[src/rtl/cblt_pkg.sv]
package cblt_pkg;

    localparam int DW = 64;
    localparam logic [5:0] AM_REG = 6'h2F;

    typedef enum logic [1:0] {
        CYC_NONE,
        CYC_REG,
        CYC_CHAIN,
        CYC_BCAST
    } cyc_e;

    // bit0 enable, bit1 first, bit2 last
    typedef struct packed {
        logic last;
        logic first;
        logic en;
    } role_t;

    typedef enum logic [3:0] {
        S_IDLE,
        S_SKIP,
        S_REG,
        S_CB_WAIT,
        S_CB_OWN,
        S_CB_PASS,
        S_CB_END,
        S_MC_ARM,
        S_MC_TOK,
        S_MC_DONE
    } st_e;

    function automatic logic am_is_chain(input logic [5:0] am);
        return (am == 6'h0F) || (am == 6'h0B) || (am == 6'h0C) || (am == 6'h08);
    endfunction

    function automatic logic am_is_wide(input logic [5:0] am);
        return (am == 6'h0C) || (am == 6'h08);
    endfunction

    function automatic logic am_is_bcast(input logic [5:0] am);
        return (am == 6'h09) || (am == 6'h0D);
    endfunction

endpackage

[src/rtl/cblt_decode.sv]
module cblt_decode
    import cblt_pkg::*;
#(
    parameter logic [7:0]  CHAIN_ADR = 8'hC0,
    parameter logic [7:0]  BCAST_ADR = 8'hB0,
    parameter logic [15:0] CSR_PAGE  = 16'h00C1
) (
    input  logic [5:0]  am_i,
    input  logic [31:0] addr_i,
    input  logic        write_i,
    output cyc_e        kind_o,
    output logic        wide_o,
    output logic [5:0]  reg_off_o
);
    logic reg_hit, chain_hit, bcast_hit;

    always_comb begin
        reg_hit   = (am_i == AM_REG) && (addr_i[23:8] == CSR_PAGE) && (addr_i[1:0] == 2'b00);
        chain_hit = am_is_chain(am_i) && (addr_i[31:24] == CHAIN_ADR) && !write_i;
        bcast_hit = am_is_bcast(am_i) && (addr_i[31:24] == BCAST_ADR) && write_i;
        if (reg_hit)        kind_o = CYC_REG;
        else if (chain_hit) kind_o = CYC_CHAIN;
        else if (bcast_hit) kind_o = CYC_BCAST;
        else                kind_o = CYC_NONE;
        wide_o    = am_is_wide(am_i);
        reg_off_o = addr_i[7:2];
    end
endmodule

[src/rtl/cblt_csr.sv]
module cblt_csr
    import cblt_pkg::*;
#(
    parameter int STAT_W = 8,
    parameter int ECNT_W = 16
) (
    input  logic              clk,
    input  logic              rst,
    input  logic              we_i,
    input  logic [5:0]        off_i,
    input  logic [31:0]       wdata_i,
    input  logic [STAT_W-1:0] stat_set_i,
    input  logic              adv_i,
    output role_t             role_o,
    output logic [STAT_W-1:0] stat_o,
    output logic [31:0]       rdata_o
);
    localparam int ROLE_W = $bits(role_t);

    role_t             role_q;
    logic [STAT_W-1:0] stat_q;
    logic [ECNT_W-1:0] ecnt_q;
    logic              unused_wdata;

    assign unused_wdata = ^wdata_i[31:ROLE_W];

    always_ff @(posedge clk) begin
        if (rst) begin
            role_q <= '0;
            stat_q <= '0;
            ecnt_q <= '0;
        end else begin
            if (we_i && off_i == 6'd0) role_q <= role_t'(wdata_i[ROLE_W-1:0]);
            stat_q <= (adv_i ? '0 : stat_q) | stat_set_i;
            if (adv_i) ecnt_q <= ecnt_q + 1'b1;
        end
    end

    always_comb begin
        case (off_i)
            6'd0:    rdata_o = 32'(role_q);
            6'd1:    rdata_o = 32'(stat_q);
            6'd2:    rdata_o = 32'(ecnt_q);
            default: rdata_o = '0;
        endcase
    end

    assign role_o = role_q;
    assign stat_o = stat_q;
endmodule

[src/rtl/cblt_chain.sv]
module cblt_chain
    import cblt_pkg::*;
#(
    parameter int WCNT_W = 12
) (
    input  logic              clk,
    input  logic              rst,
    input  logic              as_i,
    input  logic              ds_i,
    input  logic              write_i,
    input  cyc_e              kind_i,
    input  logic              wide_i,
    input  role_t             role_i,
    input  logic              tok_in_i,
    input  logic [DW-1:0]     word_i,
    input  logic [WCNT_W-1:0] words_i,
    input  logic [31:0]       reg_rdata_i,
    output logic              dtack_o,
    output logic              berr_o,
    output logic              oe_o,
    output logic [DW-1:0]     rdata_o,
    output logic              tok_o,
    output logic              pop_o,
    output logic              adv_o,
    output logic              reg_we_o
);
    st_e           st_q;
    logic          dtack_q, berr_q, oe_q, tok_q, wide_q;
    logic [DW-1:0] rd_q;
    logic          have_tok, take, empty;

    always_comb begin
        have_tok = role_i.first || tok_in_i;
        empty    = (words_i == '0);
        take     = as_i && (st_q == S_CB_OWN) && ds_i && !dtack_q;
        pop_o    = take;
        adv_o    = as_i && (st_q == S_MC_ARM) && ds_i;
        reg_we_o = as_i && (st_q == S_REG) && ds_i && !dtack_q && write_i;
    end

    always_ff @(posedge clk) begin
        if (rst) begin
            st_q    <= S_IDLE;
            dtack_q <= 1'b0;
            berr_q  <= 1'b0;
            oe_q    <= 1'b0;
            tok_q   <= 1'b0;
            wide_q  <= 1'b0;
            rd_q    <= '0;
        end else if (!as_i) begin
            st_q    <= S_IDLE;
            dtack_q <= 1'b0;
            berr_q  <= 1'b0;
            oe_q    <= 1'b0;
            tok_q   <= 1'b0;
        end else begin
            case (st_q)
                S_IDLE: begin
                    wide_q <= wide_i;
                    case (kind_i)
                        CYC_REG:   st_q <= S_REG;
                        CYC_CHAIN: st_q <= role_i.en ? S_CB_WAIT : S_SKIP;
                        CYC_BCAST: st_q <= role_i.en ? S_MC_ARM : S_SKIP;
                        default:   st_q <= S_SKIP;
                    endcase
                end
                S_REG: begin
                    if (ds_i && !dtack_q) begin
                        dtack_q <= 1'b1;
                        if (!write_i) begin
                            oe_q <= 1'b1;
                            rd_q <= DW'(reg_rdata_i);
                        end
                    end else if (!ds_i) begin
                        dtack_q <= 1'b0;
                        oe_q    <= 1'b0;
                    end
                end
                S_CB_WAIT: begin
                    if (have_tok) begin
                        if (!empty)           st_q <= S_CB_OWN;
                        else if (role_i.last) st_q <= S_CB_END;
                        else begin
                            st_q  <= S_CB_PASS;
                            tok_q <= 1'b1;
                        end
                    end
                end
                S_CB_OWN: begin
                    if (take) begin
                        dtack_q <= 1'b1;
                        oe_q    <= 1'b1;
                        rd_q    <= wide_q ? word_i : {32'b0, word_i[31:0]};
                    end else if (!ds_i && dtack_q) begin
                        dtack_q <= 1'b0;
                        oe_q    <= 1'b0;
                        if (empty) begin
                            if (role_i.last) st_q <= S_CB_END;
                            else begin
                                st_q  <= S_CB_PASS;
                                tok_q <= 1'b1;
                            end
                        end
                    end
                end
                S_CB_END: begin
                    if (ds_i && !berr_q) berr_q <= 1'b1;
                    else if (!ds_i)      berr_q <= 1'b0;
                end
                S_MC_ARM: begin
                    if (ds_i) st_q <= S_MC_TOK;
                end
                S_MC_TOK: begin
                    if (have_tok) begin
                        tok_q <= 1'b1;
                        st_q  <= S_MC_DONE;
                        if (role_i.last) dtack_q <= 1'b1;
                    end
                end
                S_MC_DONE: begin
                    if (!ds_i) dtack_q <= 1'b0;
                end
                default: ;
            endcase
        end
    end

    assign dtack_o = dtack_q;
    assign berr_o  = berr_q;
    assign oe_o    = oe_q;
    assign rdata_o = rd_q;
    assign tok_o   = tok_q;
endmodule

[src/rtl/cblt_slave.sv]
module cblt_slave
    import cblt_pkg::*;
#(
    parameter logic [7:0]  CHAIN_ADR = 8'hC0,
    parameter logic [7:0]  BCAST_ADR = 8'hB0,
    parameter logic [15:0] CSR_PAGE  = 16'h00C1,
    parameter int          WCNT_W    = 12,
    parameter int          STAT_W    = 8,
    parameter int          ECNT_W    = 16
) (
    input  logic              clk,
    input  logic              rst,
    input  logic              as_i,
    input  logic              ds_i,
    input  logic              write_i,
    input  logic [5:0]        am_i,
    input  logic [31:0]       addr_i,
    input  logic [31:0]       wdata_i,
    output logic [63:0]       rdata_o,
    output logic              rdata_oe_o,
    output logic              dtack_o,
    output logic              berr_o,
    input  logic              tok_in_i,
    output logic              tok_out_o,
    input  logic [63:0]       evt_word_i,
    input  logic [WCNT_W-1:0] evt_words_i,
    output logic              evt_pop_o,
    output logic              evt_next_o,
    input  logic [STAT_W-1:0] stat_set_i,
    output logic [STAT_W-1:0] stat_o
);
    cyc_e        kind;
    logic        wide;
    logic [5:0]  reg_off;
    role_t       role;
    logic [31:0] reg_rdata;
    logic        reg_we, adv, tok_own;

    cblt_decode #(
        .CHAIN_ADR(CHAIN_ADR),
        .BCAST_ADR(BCAST_ADR),
        .CSR_PAGE (CSR_PAGE)
    ) u_decode (
        .am_i     (am_i),
        .addr_i   (addr_i),
        .write_i  (write_i),
        .kind_o   (kind),
        .wide_o   (wide),
        .reg_off_o(reg_off)
    );

    cblt_csr #(
        .STAT_W(STAT_W),
        .ECNT_W(ECNT_W)
    ) u_csr (
        .clk       (clk),
        .rst       (rst),
        .we_i      (reg_we),
        .off_i     (reg_off),
        .wdata_i   (wdata_i),
        .stat_set_i(stat_set_i),
        .adv_i     (adv),
        .role_o    (role),
        .stat_o    (stat_o),
        .rdata_o   (reg_rdata)
    );

    cblt_chain #(
        .WCNT_W(WCNT_W)
    ) u_chain (
        .clk        (clk),
        .rst        (rst),
        .as_i       (as_i),
        .ds_i       (ds_i),
        .write_i    (write_i),
        .kind_i     (kind),
        .wide_i     (wide),
        .role_i     (role),
        .tok_in_i   (tok_in_i),
        .word_i     (evt_word_i),
        .words_i    (evt_words_i),
        .reg_rdata_i(reg_rdata),
        .dtack_o    (dtack_o),
        .berr_o     (berr_o),
        .oe_o       (rdata_oe_o),
        .rdata_o    (rdata_o),
        .tok_o      (tok_own),
        .pop_o      (evt_pop_o),
        .adv_o      (adv),
        .reg_we_o   (reg_we)
    );

    assign evt_next_o = adv;
    // A disabled slave is transparent to the token.
    assign tok_out_o  = role.en ? tok_own : tok_in_i;
endmodule

[config.mk]
export PLATFORM = sky130hd
export DESIGN_NAME = cblt_slave
export DESIGN_NICKNAME = d
export VERILOG_FILES = /design/src/rtl/cblt_pkg.sv /design/src/rtl/cblt_decode.sv /design/src/rtl/cblt_csr.sv /design/src/rtl/cblt_chain.sv /design/src/rtl/cblt_slave.sv
export SDC_FILE = /design/constraint.sdc
export NUM_CORES = 1
export LEC_CHECK = 0
export BUFFER_PORTS_ARGS = -buffer_cell sky130_fd_sc_hd__buf_2
export CAP_MARGIN = 20
export CORE_MARGIN = 2
export CORE_UTILIZATION = 49
export CTS_BUF_LIST = sky130_fd_sc_hd__clkbuf_16
export DETAILED_ROUTE_END_ITERATION = 10
export PLACE_DENSITY = 0.85
export SYNTH_ARGS = -nofsm -noshare
export SYNTH_HDL_FRONTEND = slang
export SYNTH_SLANG_ARGS = --single-unit
[constraint.sdc]
create_clock -name clk -period 3.2 [get_ports clk]
set_clock_uncertainty 0.2 [all_clocks]
set_input_delay 0.16 -clock clk [delete_from_list [all_inputs] [get_ports clk]]
set_output_delay 0.16 -clock clk [all_outputs]
set_load 0.1 [all_outputs]
==> metrics.md <==
| Metric | Value |
|---|---|
| Outcome | complete, no violations |
| Worst-Skew Late Latency | between 300 and 400 ps |
| Vias post-DR | between 5000 and 6000 |
| Root Buffer | clkbuf_16 |
| Leakage power total | between 2 and 3 nW |
| Mapped Area | approximately 4600 um^2 |
| Hold Startpoint | am_i[0] |
| Largest family of logic cells by synthesized area | simple AND/OR/NAND/NOR gates |
| Yosys reg bits | 100 |
| Vias per cell | 5.54 |
| Ratio of cells with drive above 1 in the final layout | 0.324 |
| Post-cts resize count | 0 |
| # fillers | 631 |
| Avg Inst Size Synth | around 8.4 um^2 |
| TritonCTS Buffers | 9 |
| Synth top area share | 0.431 |
| Hold Path Stages | 4 |
| H-tree levels | 3 |
| Setup Slack @ Placement | approximately 400 ps |
| Fin Setup TNS | 0 ps |
| P&R area growth vs syn | 45.5% |
| Number of synthesized flops with an enable pin | 0 |
| Ports | 238 |
| VDD IR max | 0.350 mV |
| DRT iter0 DRCs | 280 |
| First-pass DRT Iterations | 5 |
| Hold Vio Cnt, Final | 0 |
| Combinational group share of total power | 0.146 |
| Post-synth ARST share | 0 |
| Crit Path Class | reg -> reg |
| Final WL | between 15 and 20 mm |
| Post-synth top flop | dfxtp_1 |
| Seq pwr share | 0.473 |
| Crit path required time | 3230 ps |
| Core Area | between 9000 and 10000 um^2 |
| FMAX | 339 MHz |
| Reg2reg path depth | 6 |
| Worst-Margin Slew | approximately 760 ps |
| Die Y | 101 um |
| Crit-path slowest cell | nor4b_4 |
| TritonCTS clock tree | done |
| Initial antenna violation count | 0 |
| Post-synthesis xor/xnor area fraction | 0.0283 |
| Slew Viols, Final | 0 |
| Total Die Area | about 10000 um^2 |
| Port buffer count | 208 |
| Die width | 101 um |
| Synth cell types | 56 |
| Post-synthesis instance total | 552 |
| Max stage delay on crit path | around 550 ps |
| Critical path capture point type | flip-flop |
| Crit. path cell count | 6 |
| Clock input transition at the sequential cells of the worst setup and hold paths | approximately 70 ps |
| Min Tclk post-route | approximately 2900 ps |
| CTS Buffer Depth | 2 |
| Cell Chain, Critical Path | nor4b_4 > nand2b_1 > a211o_2 > buf_4 > nand2_1 > a21oi_1 |
| Largest area contributor in the netlist | dfxtp_1 |
| Total GRT Usage | 0.296 |
| Hold-fix buffers at CTS | 76 |
| Post-route DRC | 0 |
| Switch share | 0.272 |
| Worst path bufs/invs | 1 |
| # setup viols final | 0 |
| Antenna cells | 0 |
| Fin nets | ~970 |
| Placer Congestion | about 0.87 |
| Starting density of the core | 0.503 |
| Max_cap viols | 0 |
| Crit Path Max Fanout | 48 |
| Top post-synthesis cells by count | 100 x dfxtp_1, 69 x a21oi_1, 63 x nand2_1 |
| Pin count of the biggest net entering global routing | 65 |
| Multiplexer share of the synthesized area | 0.0175 |
| Synth Net Count | between 700 and 800 |
| Ranking of synthesized cells by area | dfxtp_1 43%, a21oi_1 7.4%, nand3_1 5.8% |
| WL per Instance | roughly 17 um |
| Clock network fraction of total power | 0.381 |
| Routed Antenna Nets | 0 |
| FP Rows | 35 |
| Final worst slack | around 250 ps |
| Gr ovfl total | 0 |
| Simple-Gate Fraction of Synth Area | 0.296 |
| Sequential cell area fraction in the yosys report | 0.431 |
| Vias in the first global route | between 4000 and 5000 |
| Synth Area in Adders | 0.00269 |
| Rel. slew slack | 0.493 |
| Sw power | around 0.73 mW |
| Hold path endpoint | u_chain.wide_q |
| Detailed-placement wirelength estimate | between 9 and 10 mm |
| FF-to-FF End | u_chain.rdata_o[16] |
| Ys Warns | 0 |
| Cell Pwr Density | roughly 400 nW/um^2 |
| CP Launch Type | flip-flop |
| Int Power | 1.96 mW |
| First-pass GRT wire length | between 20 and 25 mm |
| Final period utilization | 0.921 |
| RR Startpoint | u_chain.st_q[0] |
| RSZ-0062 raised after global routing | false |
| Most common cell in the synthesized netlist | dfxtp_1 |
| Hold Path Class | in -> reg |
| Clk sink count | 100 |
| Compound-Gate Fraction of Synth Area | 0.171 |
| R2R Setup Slk | approximately 250 ps |
| CP delay by family, top | simple AND/OR/NAND/NOR gates |
| CP Data Arrival Time | slightly below 3000 ps |
| Post-CTS setup buffer count | 0 |
-- worst max-delay path by stage --
stage	startpoint	slack, ps	end
after floorplan	u_chain.dtack_o	430	evt_pop_o
after global placement	u_chain.st_q[0]	530	u_chain.rdata_o[33]
after detailed placement	u_chain.st_q[0]	400	u_chain.rdata_o[50]
after CTS	u_chain.st_q[0]	410	u_chain.rdata_o[50]
after global routing	u_chain.st_q[0]	110	u_chain.rdata_o[16]
final	u_chain.st_q[0]	250	u_chain.rdata_o[16]
-- registers in the layout (all words and copies together), names as in the netlist --
signal / cells
u_chain.st_q: 4
u_csr.role_o: 3
u_chain.tok_o: 1
u_chain.oe_o: 1
u_chain.dtack_o: 1
u_chain.rdata_o: 64
u_chain.berr_o: 1
u_chain.wide_q: 1
u_csr.ecnt_q: 16
u_csr.stat_o: 8
-- worst min-delay path, cell delays in order --
cell and delay, ps:
buf_2 120, nor4_1 60, a21oi_1 140, nor2_1 60
-- metal layers --
metal,global-route usage,share of wire,vias up
met5,0,0,-
met4,0.130,0.029,0
met3,0.0725,0.085,45
met2,0.511,0.49,286
met1,0.348,0.40,2417
li1,-,-,2492
-- power groups by stage --
stage	sequential, mW	clock, mW	combinational [mW]
2_1_floorplan	1.38	0	0.117
3_3_place_gp	1.30	0	0.305
3_5_place_dp	1.30	0	0.310
4_1_cts	1.27	1.05	0.382
5_1_grt	1.28	1.09	0.416
6_report	1.28	1.03	0.393
-- through the flow --
| step | hold slack [ps] | cells | util | instance area (um^2) | power, mW |
|---|---|---|---|---|---|
| after floorplan | 77.4 | 552 | - | 4650 | 1.49 |
| after global placement | 162 | 854 | 0.619 | 5720 | 1.61 |
| after CTS | 52.3 | 946 | 0.732 | 6760 | 2.70 |
| final | 54.0 | 946 | 0.732 | 6760 | 2.70 |
| after detailed placement | 169 | 854 | 0.619 | 5720 | 1.61 |
| after global routing | 94.9 | 946 | 0.732 | 6760 | 2.79 |
-- cell families (layout without fill, tap and decap cells) --
kind of cell | Yosys count | count (layout)
simple gates | 259 | 259
compound gates | 118 | 118
flops | 100 | 100
buf+inv | 51 | 316
xor+xnor | 15 | 15
mux | 8 | 8
fa+ha+maj | 1 | 1
-- area by class of cell --
class                           count  area (um^2)  area share
Timing Repair Buffer              292         1890       0.279
Tap cell                          129          161      0.0239
Multi-Input combinational cell    401         2400       0.355
Clock inverter                      7         58.8     0.00869
Clock buffer                        9          225      0.0333
Inverter                            8         30.0     0.00444
Sequential cell                   100         2000       0.296
-- cells in the final DEF (no fill, tap or decap), drive strengths merged, types with 4 or more instances in the layout --
cell type | synthesis | layout
or4 | 8 | 8
a221oi | 17 | 17
inv | 8 | 11
buf | 16 | 216
o21ai | 11 | 11
a21oi | 69 | 69
nand3 | 54 | 54
nand4 | 7 | 7
nand2b | 4 | 4
nand3b | 4 | 4
nor4 | 7 | 7
xnor2 | 10 | 10
a22o | 6 | 6
and2 | 4 | 4
mux2i | 7 | 7
nor2 | 57 | 57
nor4b | 6 | 6
xor2 | 5 | 5
dfxtp | 100 | 100
clkbuf | 27 | 9
nor3 | 25 | 25
dlygate4sd3 | 0 | 76
nand2 | 63 | 63
Power figures use the tool's default switching activity.
